$ cat src/rtl/acc_pkg.sv
package acc_pkg;

  localparam logic [7:0] OPC_HALT  = 8'h00;
  localparam logic [7:0] OPC_LOAD  = 8'h01;
  localparam logic [7:0] OPC_STORE = 8'h02;
  localparam logic [7:0] OPC_ADD   = 8'h03;
  localparam logic [7:0] OPC_SUB   = 8'h04;
  localparam logic [7:0] OPC_JMPL  = 8'h05;
  localparam logic [7:0] OPC_JMPR  = 8'h06;
  localparam logic [7:0] OPC_JGEL  = 8'h07;
  localparam logic [7:0] OPC_JGER  = 8'h08;
  localparam logic [7:0] OPC_STHI  = 8'h09;

  typedef enum logic [3:0] {
    S_FMAR, S_FRD, S_FMBR, S_FSPLIT,
    S_DEC, S_ERD, S_EMBR, S_EXE, S_EWR,
    S_NEXT, S_HALT
  } seq_state_t;

  typedef enum logic [2:0] {
    K_LOAD, K_STORE, K_STHI, K_ADD, K_SUB, K_JMP, K_JGE, K_STOP
  } op_kind_t;

endpackage

$ cat src/rtl/acc_decode.sv
module acc_decode
  import acc_pkg::*;
#(
  parameter int OP_W = 8
) (
  input  logic [OP_W-1:0] op,
  output op_kind_t        kind,
  output logic            to_right
);

  always_comb begin
    to_right = 1'b0;
    case (op)
      OP_W'(OPC_LOAD):  kind = K_LOAD;
      OP_W'(OPC_STORE): kind = K_STORE;
      OP_W'(OPC_STHI):  kind = K_STHI;
      OP_W'(OPC_ADD):   kind = K_ADD;
      OP_W'(OPC_SUB):   kind = K_SUB;
      OP_W'(OPC_JMPL):  kind = K_JMP;
      OP_W'(OPC_JMPR): begin
        kind     = K_JMP;
        to_right = 1'b1;
      end
      OP_W'(OPC_JGEL):  kind = K_JGE;
      OP_W'(OPC_JGER): begin
        kind     = K_JGE;
        to_right = 1'b1;
      end
      default:          kind = K_STOP;
    endcase
  end

endmodule

$ cat src/rtl/acc_alu.sv
module acc_alu
  import acc_pkg::*;
#(
  parameter int WORD_W = 40
) (
  input  logic              clk,
  input  logic              rst,
  input  logic              exe_en,
  input  op_kind_t          kind,
  input  logic [WORD_W-1:0] operand,
  output logic [WORD_W-1:0] ac,
  output logic [WORD_W-1:0] mq
);

  logic [WORD_W:0] wide;

  always_comb begin
    case (kind)
      K_ADD:   wide = {ac[WORD_W-1], ac} + {operand[WORD_W-1], operand};
      K_SUB:   wide = {ac[WORD_W-1], ac} - {operand[WORD_W-1], operand};
      default: wide = {operand[WORD_W-1], operand};
    endcase
  end

  always_ff @(posedge clk) begin
    if (rst) begin
      ac <= '0;
      mq <= '0;
    end else if (exe_en) begin
      if (kind == K_LOAD) begin
        ac <= operand;
      end else if (kind == K_ADD || kind == K_SUB) begin
        ac <= wide[WORD_W-1:0];
        mq <= {WORD_W{wide[WORD_W]}};
      end
    end
  end

  AST_HIGH_WORD_SIGN: assert property (@(posedge clk) disable iff (rst)
    (mq == '0) || (mq == '1));

  AST_AC_ONLY_ON_EXEC: assert property (@(posedge clk) disable iff (rst)
    !exe_en |=> $stable(ac));

endmodule

$ cat src/rtl/acc_seq.sv
module acc_seq
  import acc_pkg::*;
#(
  parameter int OP_W   = 8,
  parameter int ADDR_W = 12,
  localparam int HALF_W = OP_W + ADDR_W,
  localparam int WORD_W = 2 * HALF_W
) (
  input  logic              clk,
  input  logic              rst,
  input  logic [WORD_W-1:0] mem_rdata,
  input  op_kind_t          kind,
  input  logic              to_right,
  input  logic              ac_neg,
  output logic [OP_W-1:0]   ir_op,
  output logic [WORD_W-1:0] mbr,
  output logic [ADDR_W-1:0] mem_addr,
  output logic              mem_we,
  output logic              exe_en,
  output logic              halt
);

  seq_state_t        st;
  logic [ADDR_W-1:0] pc;
  logic [ADDR_W-1:0] mar;
  logic [HALF_W-1:0] ir;
  logic [HALF_W-1:0] ibr;
  logic              ibr_pend;
  logic              tgt_right;
  logic [ADDR_W-1:0] ir_addr;

  assign ir_op    = ir[OP_W-1:0];
  assign ir_addr  = ir[HALF_W-1:OP_W];
  assign mem_addr = mar;
  assign mem_we   = (st == S_EWR);
  assign exe_en   = (st == S_EXE);
  assign halt     = (st == S_HALT);

  always_ff @(posedge clk) begin
    if (rst) begin
      st        <= S_FMAR;
      pc        <= '0;
      mar       <= '0;
      mbr       <= '0;
      ir        <= '0;
      ibr       <= '0;
      ibr_pend  <= 1'b0;
      tgt_right <= 1'b0;
    end else begin
      case (st)
        S_FMAR: begin
          mar <= pc;
          st  <= S_FRD;
        end
        S_FRD:  st <= S_FMBR;
        S_FMBR: begin
          mbr <= mem_rdata;
          st  <= S_FSPLIT;
        end
        S_FSPLIT: begin
          if (tgt_right) begin
            ir       <= mbr[WORD_W-1:HALF_W];
            ibr_pend <= 1'b0;
          end else begin
            ir       <= mbr[HALF_W-1:0];
            ibr      <= mbr[WORD_W-1:HALF_W];
            ibr_pend <= 1'b1;
          end
          tgt_right <= 1'b0;
          st        <= S_DEC;
        end
        S_DEC: begin
          case (kind)
            K_STOP: st <= S_HALT;
            K_JMP, K_JGE: begin
              if (kind == K_JMP || !ac_neg) begin
                pc        <= ir_addr;
                tgt_right <= to_right;
                ibr_pend  <= 1'b0;
                st        <= S_FMAR;
              end else begin
                st <= S_NEXT;
              end
            end
            K_STORE, K_STHI: begin
              mar <= ir_addr;
              st  <= S_EWR;
            end
            default: begin
              mar <= ir_addr;
              st  <= S_ERD;
            end
          endcase
        end
        S_ERD:  st <= S_EMBR;
        S_EMBR: begin
          mbr <= mem_rdata;
          st  <= S_EXE;
        end
        S_EXE:  st <= S_NEXT;
        S_EWR:  st <= S_NEXT;
        S_NEXT: begin
          if (ibr_pend) begin
            ir       <= ibr;
            ibr_pend <= 1'b0;
            st       <= S_DEC;
          end else begin
            pc <= pc + 1'b1;
            st <= S_FMAR;
          end
        end
        S_HALT:  st <= S_HALT;
        default: st <= S_HALT;
      endcase
    end
  end

  AST_HALT_STICKY: assert property (@(posedge clk) disable iff (rst)
    halt |=> halt);

  AST_NO_WRITE_HALTED: assert property (@(posedge clk) disable iff (rst)
    halt |-> !mem_we);

  AST_WRITE_PULSE: assert property (@(posedge clk) disable iff (rst)
    mem_we |=> !mem_we);

  AST_PC_HELD_FOR_RIGHT: assert property (@(posedge clk) disable iff (rst)
    (st == S_NEXT && ibr_pend) |=> $stable(pc));

  AST_FETCH_FROM_PC: assert property (@(posedge clk) disable iff (rst)
    (st == S_FRD) |-> (mem_addr == pc));

endmodule

$ cat src/rtl/acc_ctrl.sv
module acc_ctrl
  import acc_pkg::*;
#(
  parameter int OP_W   = 8,
  parameter int ADDR_W = 12,
  localparam int HALF_W = OP_W + ADDR_W,
  localparam int WORD_W = 2 * HALF_W
) (
  input  logic              clk,
  input  logic              rst,
  output logic [ADDR_W-1:0] mem_addr,
  input  logic [WORD_W-1:0] mem_rdata,
  output logic [WORD_W-1:0] mem_wdata,
  output logic              mem_we,
  output logic              halt
);

  op_kind_t          kind;
  logic              to_right;
  logic [OP_W-1:0]   ir_op;
  logic [WORD_W-1:0] mbr;
  logic [WORD_W-1:0] ac;
  logic [WORD_W-1:0] mq;
  logic              exe_en;

  acc_decode #(.OP_W(OP_W)) u_dec (
    .op       (ir_op),
    .kind     (kind),
    .to_right (to_right)
  );

  acc_seq #(.OP_W(OP_W), .ADDR_W(ADDR_W)) u_seq (
    .clk       (clk),
    .rst       (rst),
    .mem_rdata (mem_rdata),
    .kind      (kind),
    .to_right  (to_right),
    .ac_neg    (ac[WORD_W-1]),
    .ir_op     (ir_op),
    .mbr       (mbr),
    .mem_addr  (mem_addr),
    .mem_we    (mem_we),
    .exe_en    (exe_en),
    .halt      (halt)
  );

  acc_alu #(.WORD_W(WORD_W)) u_alu (
    .clk     (clk),
    .rst     (rst),
    .exe_en  (exe_en),
    .kind    (kind),
    .operand (mbr),
    .ac      (ac),
    .mq      (mq)
  );

  assign mem_wdata = (kind == K_STHI) ? mq : ac;

endmodule

$ cat config.mk
export PLATFORM = sky130hd
export DESIGN_NAME = acc_ctrl
export DESIGN_NICKNAME = d
export VERILOG_FILES = /design/src/rtl/acc_pkg.sv /design/src/rtl/acc_decode.sv /design/src/rtl/acc_alu.sv /design/src/rtl/acc_seq.sv /design/src/rtl/acc_ctrl.sv
export SDC_FILE = /design/constraint.sdc
export NUM_CORES = 1
export LEC_CHECK = 0
export BUFFER_PORTS_ARGS = -buffer_cell sky130_fd_sc_hd__buf_2
export CAP_MARGIN = 20
export CORE_AREA = 2 2 149 151
export DETAILED_ROUTE_END_ITERATION = 16
export DIE_AREA = 0 0 151 153
export PLACE_DENSITY = 0.67
export SLEW_MARGIN = 20
export SYNTH_ARGS = -nofsm -noshare
export SYNTH_HDL_FRONTEND = slang
export SYNTH_SLANG_ARGS = --single-unit
$ cat constraint.sdc
create_clock -name clk -period 5.54 [get_ports clk]
set_input_delay 1.108 -clock clk [delete_from_list [all_inputs] [get_ports clk]]
set_output_delay 1.108 -clock clk [all_outputs]
set_load 0.02 [all_outputs]
* Yosys cells after proc, flatten, opt, wreduce, memory -nomap -nowiden
Index checks and enable logic that the tools add are counted.
** Cells by class
- $add $sub $neg :: 3
- Equal/unequal tests :: 31
- Mux-type cells :: 26
- Bitwise gates (word level) :: 2
- Reductions and logical operators :: 27
** Operators by type and width (count)
- $mux W40 :: 3
- $pmux W41 S2 :: 1
- $mux W12 :: 4
- $pmux W12 S2 :: 2
- $add A40 B40 Y41 :: 1
- $sub A40 B40 Y41 :: 1
- $mux W20 :: 2
- $pmux W20 S2 :: 1
- $pmux W4 S9 :: 1
- $eq A8 B3 Y1 const B :: 4
- $pmux W3 S7 :: 1
- $eq A4 B3 Y1 const B :: 4
- $eq A8 B2 Y1 const B :: 2
- $eq A8 B4 Y1 const B :: 2
- $reduce_or A2 Y1 :: 7
- $add A12 B1 Y12 const B :: 1
- $eq A3 B3 Y1 const B :: 4
- $eq A4 B4 Y1 const B :: 3
- $pmux W4 S3 :: 1
- $reduce_bool A2 Y1 :: 5
- $reduce_and A3 Y1 :: 3
- $eq A4 B2 Y1 const B :: 2
- $eq A8 B1 Y1 const B :: 1
- $reduce_and A2 Y1 :: 4
- 18 further kinds :: 29
** Storage, ports and cells
- Register bits :: 151
- Input port bits :: 42
- Output and inout bits :: 54
- Logic and storage cells :: 99

* Logic depth before layout (Yosys ltp)
- Depth after elaboration :: 8
- Gate-level depth with buffers :: 18
- Depth with buffers taken out :: 18

* Cells and area by module
From an unflattened synthesis, not the netlist that was laid out.
** Second synthesis, totals
- Cell total of the unflattened synthesis :: 1410
- Area, all modules :: 10911.7 um^2
** By module, submodules not included
- acc_alu :: times used 1, cells an instance 720, area each 5208.7 um^2, seq. area each 820.8 um^2
- acc_seq :: times used 1, cells an instance 632, area each 5102.4 um^2, seq. area each 2202.1 um^2
- acc_ctrl :: times used 1, cells an instance 45, area each 514.2 um^2, seq. area each 0.0 um^2
- acc_decode :: times used 1, cells an instance 13, area each 86.3 um^2, seq. area each 0.0 um^2

* Least setup slack after synthesis
OpenSTA, ideal clock, no wires.
- Kind :: reg-to-reg
- Start :: register u_seq.mbr[6]
- End :: register u_alu.ac[39]
- Setup time :: 116 ps
- Data arrival time :: 4218 ps
- Data required time :: 5424 ps
- Path slack :: 1205 ps
- Cell stages (with the launch flop) :: 18
- Path buffers :: 1
- Period minus slack after synthesis :: 4335 ps
- Cell sequence :: dfxtp_1 buf_6 or4_4 nor4b_4 nand3b_2 or4_4 nor4_4 nand2b_2 o21ai_0 xor2_1 ha_1 and3_1 and3_1 and2_1 a221oi_1 o21ai_0 mux2_2 a31o_2
** Between the ends
- Longest elaborated chain between the ends :: 4
- Elaborated cells on any way between the ends :: 5
- Classes of those cells :: 2 x add/sub; 3 x mux
** RTL lines
- start, declared :: line acc_seq.sv:16 : output logic [WORD_W-1:0] mbr,
- start signal, assigned :: line acc_seq.sv:57 : mbr <= mem_rdata;
- start signal, assigned :: line acc_seq.sv:97 : mbr <= mem_rdata;
- $sub A40 B40 Y41 or $add A40 B40 Y41 (tied branches) :: line acc_alu.sv:20, acc_alu.sv:19
- $pmux W41 S2 * :: line acc_alu.sv:18 : case (kind)
- $mux W40 * :: line acc_alu.sv:32 : end else if (kind == K_ADD || kind == K_SUB) begin
- $mux W40 * :: line acc_alu.sv:30 : if (kind == K_LOAD) begin
- end signal, assigned :: line acc_alu.sv:31 : ac <= operand;
- end signal, assigned :: line acc_alu.sv:33 : ac <= wide[WORD_W-1:0];
- end, declared :: line acc_alu.sv:11 : output logic [WORD_W-1:0] ac,
Mark *: on every way between the ends. The rest lies on a longest branch, timed or not. The select of a mux whose other input is x is not followed.
A chain may end at the register's enable or synchronous reset.

* Final worst setup path
- Start :: register u_seq.mbr[6]
- End :: register u_alu.ac[34]
The elaborated chain is that of the path after synthesis.

==> summary.md <==
| Metric | Value |
|---|---|
| Status | finished, final reports clean |
| DRT antenna net count | 0 |
| Flops & latches, synth | 151 |
| Mapped Avg Cell Area | 7.11 um2 |
| Fmax achieved | 204 MHz |
| Layout fillers | 2,155 |
| Initial antenna violation count | 0 |
| Setup crit end kind | register |
| Req. time, crit path | 5.86 ns |
| Synth Cell Area | 10,400 um2 |
| Clock Path Buffers | 2 |
| Post-synth EDFFs | 0 |
| CTS root buffer | clkbuf_16 |
| Post-Place Cells | 1,739 |
| Seq/Total Area, Yosys | 29.1% |
| Final Net Count | 1,563 |
| First-pass GRT wire length | 51,600 um |
| Residual DRC | 0 |
| Final TNS setup | 0 ns |
| Ports | 96 |
| Static Leakage | 4.74 nW |
| Clock Latency Late Sink | 0.43 ns |
| Post_cts resized | 0 |
| GRT Total Usage | 28.3% |
| Final period utilization | 88.4% |
| Slew @ Worst Pin | 1.02 ns |
| Avg WL per Cell | 18.6 um |
| DR vias/cell | 5.96 |
| CP max FO | 8 |
| Final worst path period need | 4.90 ns |
| Cts bufs inserted | 17 |
| Post-detail-place hpwl | 23,600 um |
| 1st-pass router iterations | 5 |
| Via count | 10,600 |
| Gate Count Post-Synth | 1,460 |
| RD Place Congestion | 0.912 |
| H-tree levels | 4 |
| Post-route setup slack | 0.643 ns |
| Starting Density | 48.3% |
| Setup Fix Bufs, Post-CTS | 0 |
| Cell Pwr Density | 304 nW/um2 |
| Total core area | 21,500 um2 |
| Setup violations, final | 0 |
| Final number of max-transition violations | 0 |
| CTS tree | yes |
| Synth Flop Type | dfxtp_1 |
| Synth unique cells | 69 |
| Die X-Extent | 151 um |
| Final WL | 33,000 um |
| Max VDD drop | 0.221 mV |
| Clk slew on worst S/H paths | 0.07 ns |
| Crit path launch type | register |
| CP arrival | 5.22 ns |
| Rows | 54 |
| Asr flop ratio synth | 0% |
| Non-Filler Instances | 1,771 |
| DR iter-0 viols | 737 |
| Port Buffer Count | 95 |
| Die ar. | 23,100 um2 |
| Worst hold slack | 0.454 ns |
| WS Path Type | reg -> reg |
| Hold WC Path Type | reg -> reg |
| Final Hold Fails | 0 |
| Fraction of layout cells with a size suffix above 1 | 12.2% |
| RSZ-0062 raised after global routing | false |
| Antenna diodes | 0 |
| Relative slew slack | 31.9% |
| Number of global-route vias before repair | 9,466 |
| Overflow left after global routing | 0 |
| Die Y | 153 um |
| Syn nets | 1,545 |
| Hold-fix buffers, CTS | 0 |
| Synth-to-Final Area Change | 11.5% |
| Synth warnings | 0 |
| Max Clock Skew | 0.0163 ns |
| Largest net degree at the start of global routing | 97 |
| Clock Sinks | 151 |
| Max Cap Viol | 0 |
| Place WS | 0.776 ns |
## cells in the final DEF, fill, tap and decap left out, types with 6 or more instances in the layout
cell	count
a31oi_1	8
a311oi_1	16
nor3_1	24
mux2i_1	27
a22oi_1	14
buf_4	27
nand2b_1	15
a21o_1	16
nor2_1	164
xor2_1	32
buf_2	94
a211oi_1	41
ha_1	42
dfxtp_1	151
a221oi_1	6
a21oi_1	166
clkbuf_16	17
nand2_1	270
nand3_1	22
xnor2_1	37
and3_1	17
o211ai_1	8
nor4_1	8
o21bai_1	11
nand4_1	13
o31ai_1	14
inv_1	15
o21ai_0	111
a22o_1	7
## sequential cells by signal, indices dropped and copies added (netlist names)
signal	flops
u_seq.ir	20
u_alu.ac	40
u_seq.tgt_right	1
u_seq.st	4
u_seq.pc	12
u_seq.ibr	20
u_seq.mbr	40
u_seq.ibr_pend	1
u_alu.mq	1
u_seq.mem_addr	12
## final cells by class
cell class / count / area (um2) / area share (%)
well taps: 280 / 350 / 3.03
flip-flops and latches: 151 / 3020 / 26.1
clock buffers: 19 / 453 / 3.92
repair buffers: 121 / 673 / 5.82
multi-input cells: 1172 / 6830 / 59.0
inverters: 15 / 56.3 / 0.487
clock inverters: 13 / 183 / 1.58
## worst max-delay path: stages (launching register included)
cell,delay (ns)
dfxtp_1,0.39
or4_4,0.58
nor4b_4,0.30
nand3b_2,0.16
or4_4,0.49
o21ai_0,0.23
xor2_1,0.21
ha_1,0.34
a21oi_1,0.26
o21ai_0,0.21
a2111oi_0,0.40
nand3_1,0.22
a31oi_1,0.47
nor2_1,0.11
mux2i_1,0.15
a31o_2,0.25
## cells in the mapped netlist (16+ instances only)
cell type / instances / area (um2)
a21o_1: 16 / 120
ha_1: 42 / 526
nand2_1: 270 / 1010
xnor2_1: 37 / 324
a311oi_1: 16 / 140
a211oi_1: 41 / 308
a21oi_1: 167 / 836
nor2_1: 164 / 616
mux2i_1: 27 / 270
nor3_1: 24 / 120
nand3_1: 22 / 110
and3_1: 17 / 106
clkbuf_1: 114 / 428
o21ai_0: 111 / 556
dfxtp_1: 151 / 3020
xor2_1: 32 / 280
## power by group
| group | internal [mW] | leakage (nW) | switching (mW) |
|---|---|---|---|
| Combinational | 0.394 | 3.21 | 0.665 |
| Clock | 0.748 | 0.307 | 0.518 |
| Sequential | 1.12 | 1.22 | 0.0697 |
| Total | 2.27 | 4.74 | 1.25 |
## through the flow
step                      util [%]  instance area, um2  power, mW
after detailed placement      50.9               10900       2.26
after global routing          53.8               11600       3.68
after global placement        50.9               10900       2.25
final                         53.8               11600       3.52
after floorplan                  -               10400       2.00
after CTS                     53.8               11600       3.51
## cells by family after synthesis
kind of cell / after synthesis / share of synthesized area (%)
simple gates: 571 / 24.3
compound gates: 459 / 27.3
flops: 151 / 29.1
buf+inv: 137 / 5.12
xor+xnor: 70 / 5.98
fa+ha+maj: 43 / 5.26
mux: 29 / 2.82
## worst paths after layout
check / depth (start not counted) / start / slack [ns] / endpoint
worst max-delay path: 15 / u_seq.mbr[6]$_SDFFE_PP0P_ / 0.64 / u_alu.ac[34]$_SDFFE_PP0P_
worst min-delay path: 2 / u_seq.ibr[17]$_SDFFE_PP0P_ / 0.45 / u_seq.ibr[17]$_SDFFE_PP0P_
worst max register to register: 15 / u_seq.mbr[6]$_SDFFE_PP0P_ / 0.64 / u_alu.ac[34]$_SDFFE_PP0P_
worst min register to register: 2 / u_seq.ibr[17]$_SDFFE_PP0P_ / 0.45 / u_seq.ibr[17]$_SDFFE_PP0P_
## routing by layer
metal	wire [um]	vias to the layer above	global-route usage, %	part of all wire (%)
met5	0	-	0	0
met4	915	0	9.43	2.8
met3	1970	50	3.97	6.0
met2	15200	365	45.1	46
met1	14900	4942	39.2	45
li1	-	5202	-	-
No activity file was read; power rests on OpenSTA's default activity.
